[src/rtl/iir_dual_rate.sv]
module iir_dual_rate #(
  parameter int DW = 16,
  parameter int CW = 16,
  parameter int GW = 16
) (
  input  logic                 clk,
  input  logic                 rst,
  input  logic                 smp_stb,
  input  logic signed [DW-1:0] smp_x,
  input  logic        [CW-1:0] coef,
  output logic signed [DW-1:0] y_out,
  output logic                 y_vld
);
  localparam int SW = DW + GW;
  localparam int PW = SW + CW + 2;
  localparam logic [CW-1:0] UNITY = CW'(1) << (CW - 1);
  localparam logic signed [SW:0] HALF = (SW + 1)'(1) << (GW - 1);
  localparam logic signed [DW-1:0] YMAX = {1'b0, {(DW-1){1'b1}}};
  localparam logic signed [DW-1:0] YMIN = {1'b1, {(DW-1){1'b0}}};

  logic signed [SW-1:0] acc_q;
  logic signed [SW:0]   prod_q;
  logic                 busy_q;

  wire take = smp_stb & ~busy_q & ~rst;
  wire [CW-1:0] k = (coef > UNITY) ? UNITY : coef;

  wire signed [SW:0]   diff   = $signed({smp_x[DW-1], smp_x, {GW{1'b0}}}) - $signed({acc_q[SW-1], acc_q});
  wire signed [CW:0]   k_s    = $signed({1'b0, k});
  wire signed [PW-1:0] full   = PW'(diff) * PW'(k_s);
  wire signed [PW-1:0] scaled = full >>> (CW - 1);
  wire signed [SW+1:0] sum    = $signed({{2{acc_q[SW-1]}}, acc_q}) + $signed({prod_q[SW], prod_q});

  always_ff @(posedge clk) begin
    if (rst) begin
      acc_q  <= '0;
      prod_q <= '0;
      busy_q <= 1'b0;
      y_vld  <= 1'b0;
    end else begin
      busy_q <= take;
      y_vld  <= busy_q;
      if (take) prod_q <= scaled[SW:0];
      if (busy_q) acc_q <= sum[SW-1:0];
    end
  end

  wire signed [SW:0] rnd = $signed({acc_q[SW-1], acc_q}) + HALF;
  wire signed [DW:0] yr  = rnd[SW:GW];
  assign y_out = (yr[DW] != yr[DW-1]) ? (yr[DW] ? YMIN : YMAX) : yr[DW-1:0];

  AST_VLD_AFTER_TAKE: assert property (@(posedge clk) disable iff (rst)
    take |=> ##1 y_vld);
  AST_VLD_NEEDS_TAKE: assert property (@(posedge clk) disable iff (rst)
    y_vld |-> $past(busy_q));
  AST_NO_BACK_TO_BACK: assert property (@(posedge clk) disable iff (rst)
    busy_q |=> !busy_q);
  AST_STATE_QUIET: assert property (@(posedge clk) disable iff (rst)
    !busy_q |=> $stable(acc_q));
  AST_UNIT_FOLLOWS: assert property (@(posedge clk) disable iff (rst)
    (take && coef >= UNITY) |=> ##1 (y_out == $past(smp_x, 2)));
  AST_ZERO_HOLDS: assert property (@(posedge clk) disable iff (rst)
    (take && coef == '0) |=> ##1 $stable(y_out));
endmodule

[config.mk]
export PLATFORM = sky130hd
export DESIGN_NAME = iir_dual_rate
export DESIGN_NICKNAME = d
export VERILOG_FILES = /design/src/rtl/iir_dual_rate.sv
export SDC_FILE = /design/constraint.sdc
export NUM_CORES = 2
export LEC_CHECK = 0
export ABC_AREA = 0
export BUFFER_PORTS_ARGS = -buffer_cell sky130_fd_sc_hd__buf_4
export CORE_ASPECT_RATIO = 1.5
export CORE_MARGIN = 2
export CORE_UTILIZATION = 26
export CTS_CLUSTER_SIZE = 12
export DETAILED_ROUTE_END_ITERATION = 8
export HOLD_SLACK_MARGIN = 0.03
export MAX_ROUTING_LAYER = met4
export PLACE_DENSITY = 0.39
export SYNTH_ARGS = -nofsm -noshare
export SYNTH_HDL_FRONTEND = slang
export SYNTH_SLANG_ARGS = --single-unit
[constraint.sdc]
create_clock -name clk -period 11.41 [get_ports clk]
set_input_delay 0 -clock clk [delete_from_list [all_inputs] [get_ports clk]]
set_output_delay 0 -clock clk [all_outputs]
set_load 0.01 [all_outputs]
==> metrics.md <==
| Metric | Value |
|---|---|
| Status | `finished clean` |
| H-tree Lvls | `3` |
| Post CTS Setup Buffer Count | `0` |
| WL final | `77.5 mm` |
| FFs w/ async S/R, synth | `0` |
| Cts hold-fix bufs | `0` |
| TritonCTS clock tree | `yes` |
| Final Net Count | `3324` |
| Overflow after GRT | `0` |
| CP startpoint kind | `flip-flop` |
| Required time worst endpoint | `11.62 ns` |
| Final Hold Vio Count | `0` |
| Syn Area/Cell | `8.50 um2` |
| CP Data Arrival Time | `10.05 ns` |
| First-pass iteration count of the detailed router | `5` |
| Core ar. | `86000 um2` |
| Sequential area share after synthesis | `0.0588` |
| Clock transition at path regs | `0.06 ns` |
| Die area | `88900 um2` |
| Worst skew pair latency | `0.35 ns` |
| # DRC | `0` |
| Max cap viols | `0` |
| Clock Path Buffers | `2` |
| Setup_tns | `0 ns` |
| GPL Wtd Cong | `0.837` |
| Inst Count DP | `3777` |
| Synth Cell Area | `22500 um2` |
| Final setup margin | `1.56 ns` |
| Crit share post-route | `0.863` |
| Setup violations, final | `0` |
| Wirelength per Cell | `20.4 um` |
| Most used cell, CP | `fa_1` |
| Min cycle time layout | `9.85 ns` |
| Post-synth EDFFs | `0` |
| Final non-filler cell total | `3793` |
| Remaining antenna violation count | `0` |
| Fmax | `0.102 GHz` |
| Height of the die | `364 um` |
| Layout area overhead | `9.23%` |
| Vias | `17400` |
| DR iter-0 viols | `755` |
| Synth Net Count | `3320` |
| WS Path Type | `flip-flop to flip-flop` |
| DR vias/cell | `4.60` |
| Worst Tran Pin Value | `1.34 ns` |
| Dpl ws | `1.40 ns` |
| Global-route wire length before repair | `119 mm` |
| Post-synthesis cell count | `2645` |
| Post-CTS sizing | `0` |
| Yosys reg bits | `66` |
| Antenna diode count | `0` |
| Worst rel slew slack | `0.0990` |
| Clock Tree Root | `clkbuf_16` |
| Slowest CP cell | `o31ai_1` |
| Initial antenna violation count | `3` |
| Clk sink count | `66` |
| Syn. warnings | `0` |
| Crit path largest cell delay | `1.10 ns` |
| Crit end category | `flip-flop` |
| Final Max Tran Viols | `0` |
| Placement Rows | `132` |
| IO buf count | `51` |
| Yosys cell types | `70` |
| Most used flip-flop cell after synthesis | `dfxtp_1` |
| DP HPWL | `64.0 mm` |
| Vias in the first global route | `19700` |
| GRT Total Usage | `0.185` |
| Unrepaired setup endpoints after global routing | `no` |
| Starting Density | `0.261` |
| Largest net degree at the start of global routing | `70` |
| Critical path peak fanout | `7` |
| Share of post-route cells with drive strength above 1 | `0.0531` |
| Layout Skew | `0.00851 ns` |
| Die X | `244 um` |
| # IOs | `52` |
| Num CTS Buffers | `9` |
| HP Class | `input pin to flip-flop` |
## worst paths after layout
| kind | slack (ns) | end | startpoint | depth (start not counted) |
|---|---|---|---|---|
| worst max-delay path | 1.56 | prod_q[23] | acc_q[17] | 30 |
| worst min-delay path | 0.20 | acc_q[26] | rst | 2 |
| worst max register to register | 1.56 | prod_q[23] | acc_q[17] | 30 |
| worst min register to register | 0.48 | prod_q[14] | prod_q[14] | 2 |
## per-layer routing
metal | vias to the layer above | GRT usage | share of wire
met3 | 153 | 0.0133 | 0.027
met1 | 8967 | 0.187 | 0.36
met5 | - | - | 0
met4 | 0 | 0.0790 | 0.053
li1 | 7988 | - | -
met2 | 340 | 0.362 | 0.56
## metrics by stage
stage / util / area [um2] / hold slack [ns]
2_1_floorplan: - / 22500 / 0.113
3_3_place_gp: 0.282 / 24300 / 0.396
3_5_place_dp: 0.282 / 24300 / 0.400
4_1_cts: 0.285 / 24600 / 0.195
5_1_grt: 0.285 / 24600 / 0.233
6_report: 0.285 / 24600 / 0.196
## sequential cells by signal, summed over array words and instances, names as in the netlist
name    cells
busy_q      1
y_vld       1
acc_q      32
prod_q     32
## synthesized netlist by cell type, drive strengths merged (4+ instances only)
cell type / number / area, um2
a211oi: 11 / 82.6
a21o: 40 / 300
a21oi: 76 / 392
a221oi: 4 / 41.3
a31oi: 11 / 75.1
and2: 60 / 375
and3: 16 / 100
buf: 9 / 50.0
clkbuf: 91 / 342
dfxtp: 66 / 1320
fa: 479 / 9590
ha: 161 / 2010
inv: 600 / 2250
mux2i: 19 / 190
nand2: 340 / 1280
nand2b: 13 / 81.3
nand3: 23 / 115
nand3b: 33 / 248
nand4: 12 / 81.3
nor2: 240 / 901
nor2b: 22 / 138
nor3: 20 / 100
nor4: 8 / 101
o21a: 16 / 120
o21ai: 60 / 300
o21bai: 9 / 67.6
o31ai: 6 / 45.0
o41ai: 6 / 52.6
or2: 4 / 25.0
or3: 9 / 56.3
or4: 4 / 30.0
xnor2: 92 / 813
xor2: 46 / 403
## cells in the final DEF, fill, tap and decap left out, types with 40 or more instances in the layout
cell / instances
inv_1: 600
buf_4: 93
xnor2_1: 89
xor2_1: 46
and2_1: 55
dfxtp_1: 65
nor2_1: 240
o21ai_0: 57
nand2_1: 339
a21oi_1: 75
ha_1: 161
fa_1: 479
a21o_1: 40
## cell type report
type	count	area (um2)
Tap cell	1139	1430
Fill cell	9322	61500
Clock inverter	5	53.8
Timing Repair Buffer	93	698
Sequential cell	66	1320
Clock buffer	11	243
Inverter	600	2250
Multi-Input combinational cell	1879	18600
## critical path, delay by kind of cell, from the launching register on
| family | cells | cell delay [ns] |
|---|---|---|
| compound gates | 12 | 4.03 |
| xor+xnor | 2 | 0.86 |
| fa+ha+maj | 8 | 3.71 |
| buf+inv | 5 | 0.32 |
| flops | 1 | 0.42 |
| simple gates | 3 | 0.38 |
## kinds of logic (layout without fill, tap and decap cells)
| group | count (synthesis) | count (layout) | synth area share |
|---|---|---|---|
| AO/OA/AOI/OAI | 272 | 272 | 0.0802 |
| XOR/XNOR | 139 | 139 | 0.0551 |
| flip-flops | 66 | 66 | 0.0588 |
| adder cells (fa/ha/maj) | 640 | 640 | 0.516 |
| multiplexers | 20 | 20 | 0.00896 |
| AND/OR/NAND/NOR | 808 | 808 | 0.163 |
| buffers and inverters | 700 | 709 | 0.118 |
Power is left out: the tool's default activity adds up to more than one toggle a clock period on the data nets, which glitch-free logic cannot reach.
